$ cat src/rtl/dfr_pkg.sv
package dfr_pkg;
  typedef enum logic [1:0] {
    MODE_SINGLE   = 2'd0,
    MODE_STACKED  = 2'd1,
    MODE_PARALLEL = 2'd2
  } conn_mode_e;

  // field: [2] two devices, [1] separate buses, [0] upper page
  function automatic conn_mode_e decode_mode(input logic [2:0] cfg);
    if (!cfg[2])     return MODE_SINGLE;
    else if (cfg[1]) return MODE_PARALLEL;
    else             return MODE_STACKED;
  endfunction
endpackage

$ cat src/rtl/dfr_cfg_latch.sv
module dfr_cfg_latch
  import dfr_pkg::*;
(
  input  logic       clk_i,
  input  logic       rst_ni,
  input  logic [2:0] mem_cfg_i,
  input  logic       idle_i,
  output conn_mode_e mode_o,
  output logic       upage_o
);
  conn_mode_e mode_q;
  logic       upage_q;

  always_ff @(posedge clk_i or negedge rst_ni) begin
    if (!rst_ni) begin
      mode_q  <= MODE_SINGLE;
      upage_q <= 1'b0;
    end else if (idle_i) begin
      mode_q  <= decode_mode(mem_cfg_i);
      upage_q <= mem_cfg_i[2] & mem_cfg_i[0];
    end
  end

  assign mode_o  = mode_q;
  assign upage_o = upage_q;
endmodule

$ cat src/rtl/dfr_sel.sv
module dfr_sel
  import dfr_pkg::*;
(
  input  conn_mode_e mode_i,
  input  logic       upage_i,
  input  logic       ctrl_cs_ni,
  input  logic       ctrl_sclk_i,
  output logic       lo_en_o,
  output logic       up_en_o,
  output logic       lo_cs_no,
  output logic       up_cs_no,
  output logic       lo_sclk_o,
  output logic       up_sclk_o
);
  always_comb begin
    unique case (mode_i)
      MODE_STACKED: begin
        lo_en_o = ~upage_i;
        up_en_o = upage_i;
      end
      MODE_PARALLEL: begin
        lo_en_o = 1'b1;
        up_en_o = 1'b1;
      end
      default: begin
        lo_en_o = 1'b1;
        up_en_o = 1'b0;
      end
    endcase
  end

  assign lo_cs_no  = ctrl_cs_ni | ~lo_en_o;
  assign up_cs_no  = ctrl_cs_ni | ~up_en_o;
  assign lo_sclk_o = ctrl_sclk_i;
  // shared clock in stacked mode, own clock in parallel mode
  assign up_sclk_o = ctrl_sclk_i & (mode_i != MODE_SINGLE);
endmodule

$ cat src/rtl/dfr_tx_split.sv
module dfr_tx_split
  import dfr_pkg::*;
#(
  parameter int unsigned LANES = 4,
  localparam int unsigned CW   = 2 * LANES
) (
  input  conn_mode_e       mode_i,
  input  logic             data_phase_i,
  input  logic             lo_en_i,
  input  logic             up_en_i,
  input  logic [CW-1:0]    dq_i,
  input  logic [CW-1:0]    oe_i,
  output logic [LANES-1:0] lo_dq_o,
  output logic [LANES-1:0] lo_oe_o,
  output logic [LANES-1:0] up_dq_o,
  output logic [LANES-1:0] up_oe_o
);
  logic split;
  assign split = (mode_i == MODE_PARALLEL) & data_phase_i;

  for (genvar k = 0; k < LANES; k++) begin : g_lane
    assign lo_dq_o[k] = split ? dq_i[2*k]   : dq_i[k];
    assign up_dq_o[k] = split ? dq_i[2*k+1] : dq_i[k];
    assign lo_oe_o[k] = lo_en_i & (split ? oe_i[2*k]   : oe_i[k]);
    assign up_oe_o[k] = up_en_i & (split ? oe_i[2*k+1] : oe_i[k]);
  end
endmodule

$ cat src/rtl/dfr_rx_merge.sv
module dfr_rx_merge
  import dfr_pkg::*;
#(
  parameter int unsigned LANES = 4,
  localparam int unsigned CW   = 2 * LANES
) (
  input  conn_mode_e       mode_i,
  input  logic             data_phase_i,
  input  logic             upage_i,
  input  logic [LANES-1:0] lo_dq_i,
  input  logic [LANES-1:0] up_dq_i,
  output logic [CW-1:0]    dq_o
);
  logic             split;
  logic [LANES-1:0] src;

  assign split = (mode_i == MODE_PARALLEL) & data_phase_i;
  assign src   = (mode_i == MODE_STACKED && upage_i) ? up_dq_i : lo_dq_i;

  for (genvar k = 0; k < LANES; k++) begin : g_lane
    assign dq_o[2*k]   = split ? lo_dq_i[k] : ((2*k   < LANES) ? src[(2*k)   % LANES] : 1'b0);
    assign dq_o[2*k+1] = split ? up_dq_i[k] : ((2*k+1 < LANES) ? src[(2*k+1) % LANES] : 1'b0);
  end
endmodule

$ cat src/rtl/dual_flash_router.sv
module dual_flash_router
  import dfr_pkg::*;
#(
  parameter int unsigned LANES = 4,
  localparam int unsigned CW   = 2 * LANES
) (
  input  logic             clk_i,
  input  logic             rst_ni,
  input  logic [2:0]       mem_cfg_i,
  input  logic             ctrl_sclk_i,
  input  logic             ctrl_cs_ni,
  input  logic             ctrl_data_phase_i,
  input  logic [CW-1:0]    ctrl_dq_i,
  input  logic [CW-1:0]    ctrl_dq_oe_i,
  output logic [CW-1:0]    ctrl_dq_o,
  output logic             lo_sclk_o,
  output logic             lo_cs_no,
  output logic [LANES-1:0] lo_dq_o,
  output logic [LANES-1:0] lo_dq_oe_o,
  input  logic [LANES-1:0] lo_dq_i,
  output logic             up_sclk_o,
  output logic             up_cs_no,
  output logic [LANES-1:0] up_dq_o,
  output logic [LANES-1:0] up_dq_oe_o,
  input  logic [LANES-1:0] up_dq_i
);
  conn_mode_e mode_q;
  logic       upage_q;
  logic       lo_en, up_en;

  dfr_cfg_latch u_cfg (
    .clk_i    (clk_i),
    .rst_ni   (rst_ni),
    .mem_cfg_i(mem_cfg_i),
    .idle_i   (ctrl_cs_ni),
    .mode_o   (mode_q),
    .upage_o  (upage_q)
  );

  dfr_sel u_sel (
    .mode_i     (mode_q),
    .upage_i    (upage_q),
    .ctrl_cs_ni (ctrl_cs_ni),
    .ctrl_sclk_i(ctrl_sclk_i),
    .lo_en_o    (lo_en),
    .up_en_o    (up_en),
    .lo_cs_no   (lo_cs_no),
    .up_cs_no   (up_cs_no),
    .lo_sclk_o  (lo_sclk_o),
    .up_sclk_o  (up_sclk_o)
  );

  dfr_tx_split #(.LANES(LANES)) u_tx (
    .mode_i      (mode_q),
    .data_phase_i(ctrl_data_phase_i),
    .lo_en_i     (lo_en),
    .up_en_i     (up_en),
    .dq_i        (ctrl_dq_i),
    .oe_i        (ctrl_dq_oe_i),
    .lo_dq_o     (lo_dq_o),
    .lo_oe_o     (lo_dq_oe_o),
    .up_dq_o     (up_dq_o),
    .up_oe_o     (up_dq_oe_o)
  );

  dfr_rx_merge #(.LANES(LANES)) u_rx (
    .mode_i      (mode_q),
    .data_phase_i(ctrl_data_phase_i),
    .upage_i     (upage_q),
    .lo_dq_i     (lo_dq_i),
    .up_dq_i     (up_dq_i),
    .dq_o        (ctrl_dq_o)
  );
endmodule

$ cat config.mk
export PLATFORM = sky130hd
export DESIGN_NAME = dual_flash_router
export DESIGN_NICKNAME = d
export VERILOG_FILES = /design/src/rtl/dfr_pkg.sv /design/src/rtl/dfr_cfg_latch.sv /design/src/rtl/dfr_sel.sv /design/src/rtl/dfr_tx_split.sv /design/src/rtl/dfr_rx_merge.sv /design/src/rtl/dual_flash_router.sv
export SDC_FILE = /design/constraint.sdc
export NUM_CORES = 1
export LEC_CHECK = 0
export BUFFER_PORTS_ARGS = -buffer_cell sky130_fd_sc_hd__buf_2
export CELL_PAD_IN_SITES_DETAIL_PLACEMENT = 0
export CELL_PAD_IN_SITES_GLOBAL_PLACEMENT = 1
export CORE_ASPECT_RATIO = 0.9
export CORE_UTILIZATION = 24
export DETAILED_ROUTE_END_ITERATION = 8
export PLACE_DENSITY_LB_ADDON = 0.1
export SKIP_CTS_REPAIR_TIMING = 1
export SLEW_MARGIN = 20
export SYNTH_ARGS = -nofsm -noshare
export SYNTH_HDL_FRONTEND = slang
export SYNTH_HIERARCHICAL = 1
export SYNTH_SLANG_ARGS = --single-unit
export TNS_END_PERCENT = 5
$ cat constraint.sdc
create_clock -name clk_i -period 4.6 [get_ports clk_i]
set_input_delay 0.69 -clock clk_i [delete_from_list [all_inputs] [get_ports clk_i]]
set_output_delay 0.69 -clock clk_i [all_outputs]
set_load 0.005 [all_outputs]
==> run_summary.xml <==
<?xml version="1.0" encoding="UTF-8"?>
<metrics>
  <group name="run_status">
    <metric name="outcome" unit="">finished, final reports clean</metric>
  </group>
  <group name="power">
    <metric name="power.switching_fraction" unit="">0.3361</metric>
    <metric name="power_frac_comb" unit="">0.471</metric>
    <metric name="sequentialPowerShare" unit="">0.220</metric>
    <metric name="p_int" unit="mW">0.1026</metric>
    <metric name="cellPowerDensity" unit="nW/um^2">164.3</metric>
    <metric name="switching_component_of_the_power" unit="mW">0.05194</metric>
    <metric name="static-leakage-power" unit="nW">0.5774</metric>
    <metric name="max-vdd-ir-drop" unit="uV">96.75</metric>
    <metric name="power.share.clock" unit="">0.308</metric>
  </group>
  <group name="cells_and_area">
    <metric name="post_route_cells_drive_above_1_share" unit="">0.5522</metric>
    <metric name="sequential_cell_area" unit="um^2">75.07</metric>
    <metric name="multi_input_area" unit="um^2">490.5</metric>
    <metric name="fill_cells" unit="">279</metric>
    <metric name="fin_nets" unit="">170</metric>
    <metric name="antenna_cells" unit="">0</metric>
    <metric name="finish.cell_count_without_fillers" unit="">162</metric>
    <metric name="area_growth_syn_to_layout" unit="%">52.85</metric>
  </group>
  <group name="yosys">
    <metric name="synth_sequential_area_ratio" unit="">0.1220</metric>
    <metric name="mappedNetlistNets" unit="">110</metric>
    <metric name="synth_top_area_cell" unit="">mux2i_1</metric>
    <metric name="post-synth-top-count-cell" unit="">nand2_1</metric>
    <metric name="ys_top_cells_by_area" unit="">mux2i_1, dfrtp_1, mux2_4</metric>
    <metric name="asyncSetResetFlopFracSynth" unit="">1.000</metric>
    <metric name="yosys-top-cells-count" unit="">nand2_1, mux2i_1, and2_1, inv_1</metric>
    <metric name="number_of_synthesis_warnings" unit="">6</metric>
    <metric name="syn-instance-count" unit="">75</metric>
    <metric name="netlist-cell-type-count" unit="">25</metric>
    <metric name="postSynthAreaPerCell" unit="um^2">8.208</metric>
    <metric name="number_of_enable_type_register_cells_in_the_synthesized_netlist" unit="">0</metric>
    <metric name="synth_seq_cells" unit="">3</metric>
    <metric name="ys.flop_type" unit="">dfrtp_1</metric>
    <metric name="synthesis.area" unit="um^2">615.6</metric>
    <metric name="synth_top_cell_area_share" unit="">0.1626</metric>
  </group>
  <group name="clock_tree">
    <metric name="tritoncts_num_sinks" unit="">3</metric>
    <metric name="worst_setup_hold_path_clk_slew" unit="ns">0.04</metric>
    <metric name="tritoncts.num_buffers" unit="">3</metric>
    <metric name="clock-root-buffer" unit="">clkbuf_4</metric>
    <metric name="worstSkewPairLatency" unit="ns">0.23</metric>
    <metric name="cts_tree" unit="">yes</metric>
    <metric name="cts-root-to-sink-buffers" unit="">2</metric>
    <metric name="htree_levels" unit="">1</metric>
  </group>
  <group name="critical_path">
    <metric name="critPathRequiredTime" unit="ns">3.91</metric>
    <metric name="cpLargestDelayFamily" unit="">flip-flops</metric>
    <metric name="worst_r2r_path_depth" unit="">2</metric>
    <metric name="setup.reg_to_reg.worst_slack" unit="ns">3.74</metric>
    <metric name="r2r-start" unit="">u_cfg/mode_o[0]</metric>
    <metric name="criticalPathCategory" unit="">reg2out</metric>
    <metric name="path_cells" unit="">inv_1 &gt; ha_1 &gt; a21oi_1 &gt; and2b_2 &gt; nand2_1 &gt; mux2i_1 &gt; buf_2</metric>
    <metric name="critPathMaxStageDelay" unit="ns">0.55</metric>
    <metric name="critPathArrivalTime" unit="ns">1.87</metric>
    <metric name="timing.critical_path.to_type" unit="">output pin</metric>
    <metric name="critPathSlowestCell" unit="">dfrtp_1</metric>
    <metric name="worstSetupStartpointType" unit="">flip-flop</metric>
    <metric name="critical_path.reg2reg.endpoint" unit="">u_cfg/mode_o[0]</metric>
    <metric name="cp.buffers_inverters" unit="">2</metric>
    <metric name="critPathMaxFanout" unit="">9</metric>
  </group>
  <group name="sta">
    <metric name="report.final.hold_viol_count" unit="">0</metric>
    <metric name="timing.fmax" unit="GHz">0.3909</metric>
    <metric name="worst_pin_slew" unit="ns">0.3966</metric>
    <metric name="setup_repair_after_global_routing_missed_its_margin" unit="">false</metric>
    <metric name="fin_worst_hold_slack" unit="ns">0.2389</metric>
    <metric name="fin_setup_tns" unit="ns">0</metric>
    <metric name="worst_clock_skew" unit="ns">0</metric>
    <metric name="relSlewSlack" unit="">0.7356</metric>
    <metric name="timing.final.max_slew_violations" unit="">0</metric>
    <metric name="timing.final.crit_share" unit="">0.5561</metric>
    <metric name="setup-violations-final" unit="">0</metric>
    <metric name="finalCriticalPeriod" unit="ns">2.558</metric>
  </group>
  <group name="die">
    <metric name="core_area" unit="um^2">2446</metric>
    <metric name="die_area" unit="um^2">2772</metric>
    <metric name="dieWidth" unit="um">55.39</metric>
    <metric name="design.portCount" unit="">60</metric>
    <metric name="die_height" unit="um">50.05</metric>
    <metric name="rows" unit="">17</metric>
    <metric name="floorplan.initialDensity" unit="">0.2517</metric>
  </group>
  <group name="global_routing">
    <metric name="first_global_vias" unit="">593</metric>
    <metric name="global_route_wire_length_before_repair" unit="mm">2.463</metric>
    <metric name="gr-total-overflow" unit="">0</metric>
    <metric name="antenna_found_initial" unit="">0</metric>
    <metric name="groute.usage.overall" unit="">0.1091</metric>
    <metric name="grt_max_degree" unit="">15</metric>
  </group>
  <group name="placement">
    <metric name="place.detailed.hpwl" unit="mm">1.303</metric>
    <metric name="placed_cells" unit="">158</metric>
    <metric name="numPortBuffers" unit="">59</metric>
    <metric name="place_congestion" unit="">0.6869</metric>
  </group>
  <group name="route">
    <metric name="detail_route.wirelength" unit="mm">1.637</metric>
    <metric name="drcViolationCount" unit="">0</metric>
    <metric name="dr_total_vias" unit="">720</metric>
    <metric name="detail_route.wl_per_cell" unit="um">10.10</metric>
    <metric name="drt_pre_antenna_iters" unit="">6</metric>
    <metric name="detail_route.iter0.violations" unit="">13</metric>
    <metric name="ant_nets" unit="">0</metric>
    <metric name="drt-vias-per-instance" unit="">4.444</metric>
  </group>
  <group name="job">
    <metric name="timing.max_cap.violations" unit="">0</metric>
  </group>
  <group name="min_path">
    <metric name="timing.hold.worst.class" unit="">in2async</metric>
  </group>
</metrics>
## worst max path at each step
| stage | from | endpoint | slack [ns] | cells after the start |
|---|---|---|---|---|
| detailed placement | u_cfg/mode_o[0] | up_dq_oe_o[3] | 2.28 | 7 |
| global route | u_cfg/mode_o[0] | up_dq_oe_o[1] | 1.89 | 7 |
| finish | u_cfg/mode_o[1] | up_dq_oe_o[3] | 2.04 | 7 |
| global placement | u_cfg/mode_o[0] | up_dq_oe_o[3] | 2.29 | 7 |
| CTS | u_cfg/mode_o[0] | up_dq_oe_o[3] | 2.00 | 7 |
| floorplan | u_cfg/mode_o[1] | up_dq_oe_o[1] | 2.58 | 6 |
## per-layer routing
| layer | GRT usage | share of wire | vias up |
|---|---|---|---|
| met5 | 0 | 0 | - |
| met4 | 0.05000 | 0.0092 | 0 |
| met3 | 0.01837 | 0.076 | 2 |
| met2 | 0.1827 | 0.45 | 35 |
| met1 | 0.1366 | 0.46 | 307 |
| li1 | - | - | 376 |
## sequential cells by signal, summed over array words and instances (netlist names)
signal         flops
u_cfg/mode_o       2
u_cfg/upage_o      1
## cells in the final DEF, fill, tap and decap left out
cell type and n:
mux2i_1 10, nor2b_1 1, inv_1 5, dfrtp_1 3
ha_1 3, buf_2 59, and3_1 3, mux2_2 4
a21oi_1 4, clkbuf_4 3, nand3_1 2, and2_1 5
a211oi_1 3, clkbuf_1 1, nand2_1 13, or3b_1 1
nand3b_4 1, nand2b_1 1, nor2b_4 1, nand2_2 1
mux2_4 4, nor2_1 1, nand3b_1 1, o21ai_0 3
and2b_2 1
## through the flow
stage / cell area (um^2) / utilization / setup slack (ns) / total power, mW
floorplan: 615.6 / - / 2.584 / 0.07319
global placement: 914.6 / 0.3739 / 2.288 / 0.1072
detailed placement: 914.6 / 0.3739 / 2.277 / 0.1081
CTS: 940.9 / 0.3847 / 2.002 / 0.1586
global route: 940.9 / 0.3847 / 1.888 / 0.1688
finish: 940.9 / 0.3847 / 2.042 / 0.1546
## layout make-up
type,instances,share of cell area
well taps,28,0.03723
clock buffers,4,0.02793
flip-flops and latches,3,0.07979
multi-input cells,63,0.5213
inverters,5,0.01995
repair buffers,59,0.3138
## power groups by stage
stage                     clock network, mW  registers, mW  logic, mW
after floorplan                           0         0.0319     0.0413
after global placement                    0         0.0344     0.0728
after detailed placement                  0         0.0344     0.0737
after CTS                            0.0500         0.0342     0.0743
after global routing                 0.0528         0.0348     0.0812
final                                0.0476         0.0341     0.0729
## worst reg2reg max path, delay by kind of cell, from the launching register on
kind / cells / cell delay (ns)
flip-flops: 1 / 0.57
AO/OA/AOI/OAI: 1 / 0.14
buffers and inverters: 1 / 0.07
## kinds of logic after synthesis
group	count (synthesis)	synth area share
simple gates	32	0.3090
mux	18	0.3333
compound gates	10	0.09349
buf+inv	9	0.08129
fa+ha+maj	3	0.06098
flops	3	0.1219
Power figures use the tool's default switching activity.
